### config.mk
export PLATFORM = sky130hd
export DESIGN_NAME = tx_audio_chan
export DESIGN_NICKNAME = d
export VERILOG_FILES = /design/src/rtl/tx_chan_pkg.sv /design/src/rtl/txc_wreg.sv /design/src/rtl/txc_shifter.sv /design/src/rtl/txc_status.sv /design/src/rtl/tx_audio_chan.sv
export SDC_FILE = /design/constraint.sdc
export NUM_CORES = 1
export LEC_CHECK = 0
export CAP_MARGIN = 20
export CORE_MARGIN = 2
export CORE_UTILIZATION = 44
export CTS_BUF_LIST = sky130_fd_sc_hd__clkbuf_4 sky130_fd_sc_hd__clkbuf_8
export CTS_CLUSTER_SIZE = 28
export DETAILED_ROUTE_END_ITERATION = 6
export MAX_ROUTING_LAYER = met4
export PLACE_DENSITY_LB_ADDON = 0.15
export SLEW_MARGIN = 20
export SYNTH_ARGS = -nofsm -noshare
export SYNTH_HDL_FRONTEND = slang
export SYNTH_SLANG_ARGS = --single-unit
### constraint.sdc
create_clock -name clk -period 4.1 [get_ports clk]
set_clock_uncertainty 0.05 [all_clocks]
set_input_delay 0.41 -clock clk [delete_from_list [all_inputs] [get_ports clk]]
set_output_delay 0.41 -clock clk [all_outputs]
set_load 0.1 [all_outputs]
### src/rtl/tx_chan_pkg.sv
package tx_chan_pkg;
  localparam int ST_EMPTY = 0;
  localparam int ST_FRAME = 1;
  localparam int ST_UNDER = 2;
  localparam int ST_W     = 3;

  typedef enum logic {SRC_DSP = 1'b0, SRC_HOST = 1'b1} src_e;

  // effective bit threshold: zero or over-range selects the full width
  function automatic int unsigned eff_thr(int unsigned lbit, int unsigned dw);
    if (lbit == 0 || lbit > dw) return dw;
    return lbit;
  endfunction
endpackage

### src/rtl/txc_wreg.sv
module txc_wreg #(
  parameter int DW = 32
) (
  input  logic          clk,
  input  logic          rst_n,
  input  logic          wr,
  input  logic [DW-1:0] wdata,
  input  logic          take,
  output logic [DW-1:0] q,
  output logic          fresh
);
  always_ff @(posedge clk or negedge rst_n) begin
    if (!rst_n) begin
      q     <= '0;
      fresh <= 1'b0;
    end else begin
      if (wr) q <= wdata;
      if (wr)        fresh <= 1'b1;
      else if (take) fresh <= 1'b0;
    end
  end
endmodule

### src/rtl/txc_shifter.sv
module txc_shifter
  import tx_chan_pkg::*;
#(
  parameter int DW = 32,
  parameter int CW = $clog2(DW) + 1
) (
  input  logic          clk,
  input  logic          rst_n,
  input  logic          en,
  input  logic          mode_frame,
  input  logic          slot,
  input  logic          fs,
  input  logic [CW-1:0] lbit,
  input  logic [DW-1:0] load_data,
  output logic          reload,
  output logic          sdo,
  output logic [DW-1:0] sr_q,
  output logic [CW-1:0] cnt_q
);
  logic [CW-1:0] thr;
  logic          last_bit;
  logic          shift_ev;

  assign thr      = CW'(eff_thr(int'(lbit), DW));
  assign last_bit = (cnt_q + CW'(1)) >= thr;
  assign reload   = en & (mode_frame ? fs : (slot & last_bit));
  assign shift_ev = en & slot & ~reload;
  assign sdo      = en & slot & sr_q[DW-1];

  always_ff @(posedge clk or negedge rst_n) begin
    if (!rst_n) begin
      sr_q  <= '0;
      cnt_q <= '0;
    end else begin
      if (reload)        sr_q <= load_data;
      else if (shift_ev) sr_q <= {sr_q[DW-2:0], 1'b0};

      if (mode_frame || reload) cnt_q <= '0;
      else if (shift_ev)        cnt_q <= cnt_q + CW'(1);
    end
  end
endmodule

### src/rtl/txc_status.sv
module txc_status
  import tx_chan_pkg::*;
(
  input  logic            clk,
  input  logic            rst_n,
  input  logic [ST_W-1:0] set,
  input  logic [ST_W-1:0] clr,
  input  logic [ST_W-1:0] mask,
  output logic [ST_W-1:0] st_q,
  output logic            irq
);
  always_ff @(posedge clk or negedge rst_n) begin
    if (!rst_n) st_q <= '0;
    else        st_q <= (st_q & ~clr) | set;
  end

  assign irq = |(st_q & mask);
endmodule

### src/rtl/tx_audio_chan.sv
module tx_audio_chan
  import tx_chan_pkg::*;
#(
  parameter int DW = 32,
  parameter int CW = $clog2(DW) + 1
) (
  input  logic          clk,
  input  logic          rst_n,
  input  logic          en,
  input  logic          mode_frame,
  input  logic          src_host,
  input  logic [CW-1:0] lbit,
  input  logic          fs,
  input  logic          slot,
  input  logic          dsp_wr,
  input  logic [DW-1:0] dsp_wdata,
  input  logic          host_wr,
  input  logic [DW-1:0] host_wdata,
  input  logic [2:0]    st_clr,
  input  logic [2:0]    st_mask,
  output logic          sdo,
  output logic [2:0]    status,
  output logic          irq
);
  localparam int NSRC = 2;

  logic [NSRC-1:0]         wr_v;
  logic [NSRC-1:0][DW-1:0] wd_v;
  logic [NSRC-1:0][DW-1:0] q_v;
  logic [NSRC-1:0]         fresh_v;
  logic [NSRC-1:0]         take_v;

  // named internal events for the checker
  logic          reload_ev;
  logic          sel_fresh;
  logic          under_ev;
  logic          fs_ev;
  logic [DW-1:0] sel_data;
  logic [DW-1:0] sr_q;
  logic [CW-1:0] cnt_q;
  logic [ST_W-1:0] st_set;
  src_e          src;

  assign src     = src_e'(src_host);
  assign wr_v    = {host_wr, dsp_wr};
  assign wd_v[0] = dsp_wdata;
  assign wd_v[1] = host_wdata;

  genvar gi;
  generate
    for (gi = 0; gi < NSRC; gi++) begin : g_src
      assign take_v[gi] = reload_ev & (int'(src) == gi);
      txc_wreg #(.DW(DW)) u_wreg (
        .clk   (clk),
        .rst_n (rst_n),
        .wr    (wr_v[gi]),
        .wdata (wd_v[gi]),
        .take  (take_v[gi]),
        .q     (q_v[gi]),
        .fresh (fresh_v[gi])
      );
    end
  endgenerate

  assign sel_data  = (src == SRC_HOST) ? q_v[1] : q_v[0];
  assign sel_fresh = (src == SRC_HOST) ? fresh_v[1] : fresh_v[0];

  txc_shifter #(.DW(DW), .CW(CW)) u_shift (
    .clk        (clk),
    .rst_n      (rst_n),
    .en         (en),
    .mode_frame (mode_frame),
    .slot       (slot),
    .fs         (fs),
    .lbit       (lbit),
    .load_data  (sel_data),
    .reload     (reload_ev),
    .sdo        (sdo),
    .sr_q       (sr_q),
    .cnt_q      (cnt_q)
  );

  assign under_ev         = reload_ev & ~sel_fresh;
  assign fs_ev            = en & fs;
  assign st_set[ST_EMPTY] = reload_ev & ~mode_frame;
  assign st_set[ST_FRAME] = fs_ev;
  assign st_set[ST_UNDER] = under_ev;

  txc_status u_stat (
    .clk   (clk),
    .rst_n (rst_n),
    .set   (st_set),
    .clr   (st_clr),
    .mask  (st_mask),
    .st_q  (status),
    .irq   (irq)
  );
endmodule

==> reports/results.txt, run 1 <==
fmax -> 0.357 GHz
core area -> 10,900 µm²
Skew-Pair Late Insertion Delay -> 0.36 ns
worst slew pin tran -> 1.04 ns
CTS tree -> yes
Placement Setup Slack -> 1.10 ns
Post-CTS Setup Bufs -> 0
Setup crit end kind -> flop
grt ovf -> 0
Final Hold Fails -> 0
Synth-to-Final Area Change -> 23.5%
drt initial violations -> 219
H-tree Lvls -> 3
post-synth top area share -> 53.7%
# fillers -> 964
commonest non-fill, non-tap cell in the layout -> dfrtp_1
syn_area_per_cell -> 12.7 µm²
Reg area -> 2680 µm²
syn_nets -> 486
clock net sink count -> 107
CP bufs+invs -> 0
cts hold-fix bufs -> 0
RePlAce Congestion -> 0.719
CP arrival -> 3.02 ns
crit share post-route -> 68.4%
Residual DRC -> 0
combinational fraction of design power -> 18.4%
crit path time final -> 2.80 ns
worst ir drop on vdd -> 0.000203 V
cells after synthesis -> 394
area occupied by multi-input gates -> 2060 µm²
share of cells above drive strength 1 -> 23.6%
sequential fraction of design power -> 52.3%
RSZ-0062 raised after global routing -> false
post-synthesis sequential area ratio -> 53.7%
Startpoint Class -> flop
Initial DRT Pass Iterations -> 4
dpl hpwl -> 6350 µm
PortBufs -> 89
CTS Buffer Depth -> 2
Final WS setup -> 1.30 ns
largest area contributor in the netlist -> dfrtp_1
clock power share -> 29.4%
top cells by area, synth -> dfrtp_1 54%, mux2_2 15%, mux2i_1 6.2%, o221ai_2 5.7%, nand2_1 2.9%
Top Ports -> 90
post-cts resize count -> 0
DRT antenna net count -> 0
Clk pin slew, worst setup/hold paths -> 0.10 ns
Yosys cell types -> 35
# diodes -> 0
Sum Neg Setup Slack -> 0 ns
antenna violations before repair -> 0
status -> finished clean
CP max-delay cell -> nand2_2
Net Sw Frac -> 26.1%
largest delay contributor family on the critical path -> compound AO/OA/AOI/OAI gates
placed insts -> 604
synthesis-stage register bit count -> 107
Avg WL per Cell -> 15.3 µm
Hold Slack -> 0.00444 ns
Die X -> 110 µm
Slew HR -> 30.4%
largest net degree at the start of global routing -> 81
CTS root buf -> clkbuf_8
maximum capacitance violations -> 0
via count -> 3,221
site row count -> 38
pwr dens -> 393 nW/µm²
Starting Density -> 45.6%
Worst Path Max Fanout -> 31
die area -> 12,200 µm²
Nets -> 567
vias per inst -> 5.20
Setup CP Type -> reg2reg
Syn. warnings -> 0
most frequent cells in the layout -> 107 x dfrtp_1, 84 x clkdlybuf4s50_1, 66 x mux2_2
leakage -> 2.64 nW
# setup viols final -> 0
GRT Util Overall -> 16.9%
crit-path cells -> nand3_1, nor2_1, xor2_1, ha_1, a21oi_1, o22ai_1, a21oi_4, nand2_2, o221ai_1
final wirelength -> 9480 µm
number of global-route vias before repair -> 3,335
Netlist Area Pre-Place -> 4990 µm²
non-filler cells, final -> 619
Worst path max stage delay -> 0.50 ns
cell-internal power -> 1.79 mW
Max Slew Vio Count -> 0
worst hold path type -> in2async
Die H -> 110 µm
final core occ -> 56.3%
Worst EP required -> 4.32 ns
sw power -> 0.632 mW
first-pass GRT wire length -> 16,300 µm
total CTS buffers -> 9
==> worst paths after layout <==
check	slack, ns	to	startpoint	cells past startpoint
worst max-delay path	1.30	u_shift.sr_q[31]$_DFFE_PN0P_	u_shift.cnt_q[2]$_DFFE_PN0P_	9
worst min-delay path	0.004	u_shift.cnt_q[0]$_DFFE_PN0P_	rst_n	1
worst max register to register	1.30	u_shift.sr_q[31]$_DFFE_PN0P_	u_shift.cnt_q[2]$_DFFE_PN0P_	9
worst min register to register	0.45	u_shift.sr_q[29]$_DFFE_PN0P_	u_shift.sr_q[29]$_DFFE_PN0P_	2
max in group asynchronous	3.14	g_src[1].u_wreg.q[7]$_DFFE_PN0P_	rst_n	2
min in group clk	0.45	u_shift.sr_q[29]$_DFFE_PN0P_	u_shift.sr_q[29]$_DFFE_PN0P_	2
==> through the flow <==
step / instance area, µm² / power, mW
after global routing: 6160 / 2.55
after floorplan: 4990 / 1.57
after CTS: 6160 / 2.45
after global placement: 5940 / 1.72
after detailed placement: 5940 / 1.74
final: 6160 / 2.42
==> layer usage <==
metal / vias up / wire length, µm / global-route usage (%)
met4: 0 / 148 / 5.75
met3: 13 / 390 / 3.02
li1: 1537 / - / -
met2: 63 / 4350 / 25.4
met1: 1608 / 4590 / 23.2
met5: - / 0 / -
==> cell usage after synthesis <==
| library cell | instances |
|---|---|
| nand2b_1 | 6 |
| nor3_1 | 2 |
| inv_1 | 35 |
| xor2_1 | 4 |
| a21o_1 | 1 |
| nor2_1 | 10 |
| o22a_1 | 2 |
| clkbuf_1 | 5 |
| dfrtp_1 | 107 |
| a2bb2oi_4 | 1 |
| a222oi_1 | 1 |
| or2_2 | 1 |
| nand3_1 | 4 |
| nand4_1 | 1 |
| and3_1 | 1 |
| o21bai_1 | 1 |
| a21oi_4 | 1 |
| nand3b_1 | 1 |
| mux2i_1 | 31 |
| o21ai_1 | 1 |
| nand2_1 | 39 |
| ha_1 | 7 |
| buf_2 | 14 |
| o21ai_0 | 1 |
| nand2_2 | 1 |
| and2_1 | 2 |
| nor2b_1 | 1 |
| o221ai_2 | 19 |
| mux2_2 | 66 |
| buf_6 | 3 |
| xnor2_1 | 5 |
| o211ai_1 | 1 |
| o22ai_1 | 3 |
| a21oi_1 | 4 |
| o221ai_1 | 12 |
==> cells by family after synthesis <==
family,synth area share [%]
AOI/OAI and AO/OA,10.7
xor gates and xnor gates,1.58
adders and majority gates,1.76
buffers and inverters,5.09
DFF,53.7
muxes,21.1
and+or+nand+nor,6.07
==> flip-flops by register name (all words and copies together), names as in the netlist <==
| register | count |
|---|---|
| u_shift.cnt_q | 6 |
| u_stat.st_q | 3 |
| g_src.u_wreg.fresh | 2 |
| g_src.u_wreg.q | 64 |
| u_shift.sr_q | 32 |
==> cell type report <==
cell class / instances / share of cell area, %
sequential: 107 / 43.5
multi-input combinational: 230 / 33.4
timing repair buffer: 92 / 14.6
tap: 140 / 2.84
clock buffer: 11 / 2.36
inverter: 35 / 2.13
clock inverter: 4 / 1.22
==> power groups by stage <==
stage / Sequential (mW) / Clock, mW / Combinational, mW
after floorplan: 1.27 / 0 / 0.292
after global placement: 1.28 / 0 / 0.441
after detailed placement: 1.29 / 0 / 0.453
after CTS: 1.27 / 0.734 / 0.453
after global routing: 1.28 / 0.772 / 0.498
final: 1.27 / 0.711 / 0.445
Note: power is estimated with default switching activity, not from simulation.
==> run 2, diff against run 1 <==
- clock period: 4.1 -> 2.5 ns (I/O delays scaled with it)
==> run 2 against run 1 <==
Effect of this change:
- maximum frequency rose by 18%
- power grew 66%
- critical path depth grew 2
- highest routed layer unchanged
==> reports/results.txt, run 2 (synthesis gave the netlist of run 1 again) <==
fmax -> 0.419 GHz (was 0.357 GHz)
grt met3 use -> 3.73% (was 3.02%)
Max Slew Vio Count -> 0 (unchanged)
first-pass GRT wire length -> 17,000 µm (was 16,300 µm)
crit path time final -> 2.39 ns (was 2.80 ns)
Startpoint Class -> flop (unchanged)
worst hold path type -> in2reg (was in2async)
H-tree Lvls -> 3 (unchanged)
Die X -> 110 µm (unchanged)
Worst Path Max Fanout -> 9 (was 31)
Nets -> 580 (was 567)
Avg WL per Cell -> 16.2 µm (was 15.3 µm)
# diodes -> 0 (unchanged)
via count -> 3,311 (was 3,221)
largest net degree at the start of global routing -> 63 (was 81)
GRT Util Overall -> 17.5% (was 16.9%)
number of global-route vias before repair -> 3,486 (was 3,335)
dpl hpwl -> 6860 µm (was 6350 µm)
# fillers -> 919 (was 964)
Worst EP required -> 2.69 ns (was 4.32 ns)
crit share post-route -> 95.4% (was 68.4%)
Setup CP Type -> reg2reg (unchanged)
Skew-Pair Late Insertion Delay -> 0.36 ns (about the same)
Clk pin slew, worst setup/hold paths -> 0.10 ns (about the same)
antenna violations before repair -> 0 (unchanged)
final core occ -> 58.5% (was 56.3%)
total CTS buffers -> 9 (unchanged)
RePlAce Congestion -> 0.700 (was 0.719)
worst reg2reg path depth -> 11 (was 9)
Worst path max stage delay -> 0.46 ns (was 0.50 ns)
Hold Path Depth -> 2
commonest non-fill, non-tap cell in the layout -> dfrtp_1 (unchanged)
share of cells above drive strength 1 -> 27.6% (was 23.6%)
Most flops, register -> g_src.u_wreg.q (unchanged)
CTS tree -> yes (unchanged)
max reg flops -> 64 (unchanged)
status -> finished clean (unchanged)
Initial DRT Pass Iterations -> 4 (unchanged)
final wirelength -> 10,200 µm (was 9480 µm)
Starting Density -> 45.6% (unchanged)
CP max-delay cell -> dfrtp_2 (was nand2_2)
global-route met2 utilization -> 26.9% (was 25.4%)
met1 Use GR -> 23.8% (was 23.2%)
Residual DRC -> 0 (unchanged)
Synth-to-Final Area Change -> 28.3% (was 23.5%)
Final Hold Fails -> 0 (unchanged)
crit-path cells -> nand3_4, nor2_2, xor2_1, ha_1, a21oi_1, o22ai_2, a21oi_4, a2bb2oi_4, buf_12, clkbuf_16, o221ai_2 (was nand3_1, nor2_1, xor2_1, ha_1, a21oi_1, o22ai_1, a21oi_4, nand2_2, o221ai_1)
Die H -> 110 µm (unchanged)
most frequent cells in the layout -> 105 x dfrtp_1, 80 x clkdlybuf4s50_1, 66 x mux2_2 (was 107 x dfrtp_1, 84 x clkdlybuf4s50_1, 66 x mux2_2)
vias per inst -> 5.24 (was 5.20)
Slew HR -> 40.7% (was 30.4%)
PortBufs -> 89 (unchanged)
pwr dens -> 630 nW/µm² (was 393 nW/µm²)
CP arrival -> 2.57 ns (was 3.02 ns)
final instance area -> 6390 µm² (was 6160 µm²)
die area -> 12,200 µm² (unchanged)
site row count -> 38 (unchanged)
Top Ports -> 90 (unchanged)
worst slew pin tran -> 0.889 ns (was 1.04 ns)
CTS root buf -> clkbuf_8 (unchanged)
# setup viols final -> 0 (unchanged)
maximum capacitance violations -> 0 (unchanged)
grt ovf -> 0 (unchanged)
clock net sink count -> 107 (unchanged)
leakage -> 2.75 nW (was 2.64 nW)
core area -> 10,900 µm² (unchanged)
DRT antenna net count -> 0 (unchanged)
biggest regs -> g_src.u_wreg.q x64, u_shift.sr_q x32, u_shift.cnt_q x6 (unchanged)
Setup crit end kind -> flop (unchanged)
CTS Buffer Depth -> 2 (unchanged)
drt initial violations -> 164 (was 219)
worst ir drop on vdd -> 0.000327 V (was 0.000203 V)
Placed Instance Area -> 6060 µm² (was 5940 µm²)
Most Crowded Layer GR -> met2 (unchanged)
[run 2: metrics by stage]
| step | setup WS, ns | power, mW | instances | hold slack (ns) | setup TNS, ns |
|---|---|---|---|---|---|
| after global routing | -0.00322 | 4.25 | 632 | 0.421 | -0.00322 |
| final | 0.115 | 4.03 | 632 | 0.420 | 0 |
| after global placement | 0.0269 | 2.85 | 613 | 0.338 | 0 |
| after CTS | 0.0540 | 4.06 | 629 | 0.396 | 0 |
| after detailed placement | 0.00250 | 2.88 | 613 | 0.342 | 0 |
| after floorplan | 0.261 | 2.57 | 394 | -0.0956 | 0 |
[run 2: final timing paths]
path                            slack, ns                                end                         start
worst max-delay path                 0.11       u_shift.sr_q[16]$_DFFE_PN0P_  u_shift.cnt_q[0]$_DFFE_PN0P_
max in group asynchronous            1.23       u_shift.cnt_q[1]$_DFFE_PN0P_                         rst_n
min in group asynchronous            0.47  g_src[1].u_wreg.q[23]$_DFFE_PN0P_                         rst_n
worst min-delay path                 0.42           u_stat.st_q[1]$_DFF_PN0_                     st_clr[1]
worst min register to register       0.44       u_shift.sr_q[15]$_DFFE_PN0P_  u_shift.sr_q[15]$_DFFE_PN0P_
worst max register to register       0.11       u_shift.sr_q[16]$_DFFE_PN0P_  u_shift.cnt_q[0]$_DFFE_PN0P_
[run 2: worst max-delay path, delay by kind of cell (launching register included)]
| kind | cells | cell delay [ns] |
|---|---|---|
| flip-flops | 1 | 0.46 |
| adder cells (fa/ha/maj) | 1 | 0.27 |
| XOR/XNOR | 1 | 0.17 |
| buffers and inverters | 2 | 0.31 |
| AO/OA/AOI/OAI | 5 | 0.78 |
| AND/OR/NAND/NOR | 2 | 0.23 |
[run 2: final cells by class]
class | count | area [µm²] | share of cell area, %
Clock buffer | 11 | 145 | 2.27
Clock inverter | 4 | 75.1 | 1.17
Inverter | 35 | 131 | 2.05
Multi-Input combinational cell | 230 | 2090 | 32.8
Sequential cell | 107 | 2680 | 41.9
Tap cell | 140 | 175 | 2.74
Timing Repair Buffer | 105 | 1090 | 17.1
[run 2: report_power, final]
| part | switching [mW] | internal (mW) |
|---|---|---|
| sequential | 0.122 | 1.95 |
| combinational | 0.368 | 0.414 |
| clock | 0.571 | 0.598 |
[run 2: per-layer routing]
metal  wire length [µm]  up-vias  part of all wire [%]
li1                   -     1574                     -
met1               4860     1658                    47
met2               4900       70                    48
met3                400        9                   3.9
met4                 77        0                  0.75
met5                  0        -                     0
[run 2: what timing repair did]
action                     CTS  global route
gates resized for setup      0             9
setup endpoints to repair    0            40
hold buffers                 1             0
buffers inserted             0             1
hold endpoints to repair    60             0
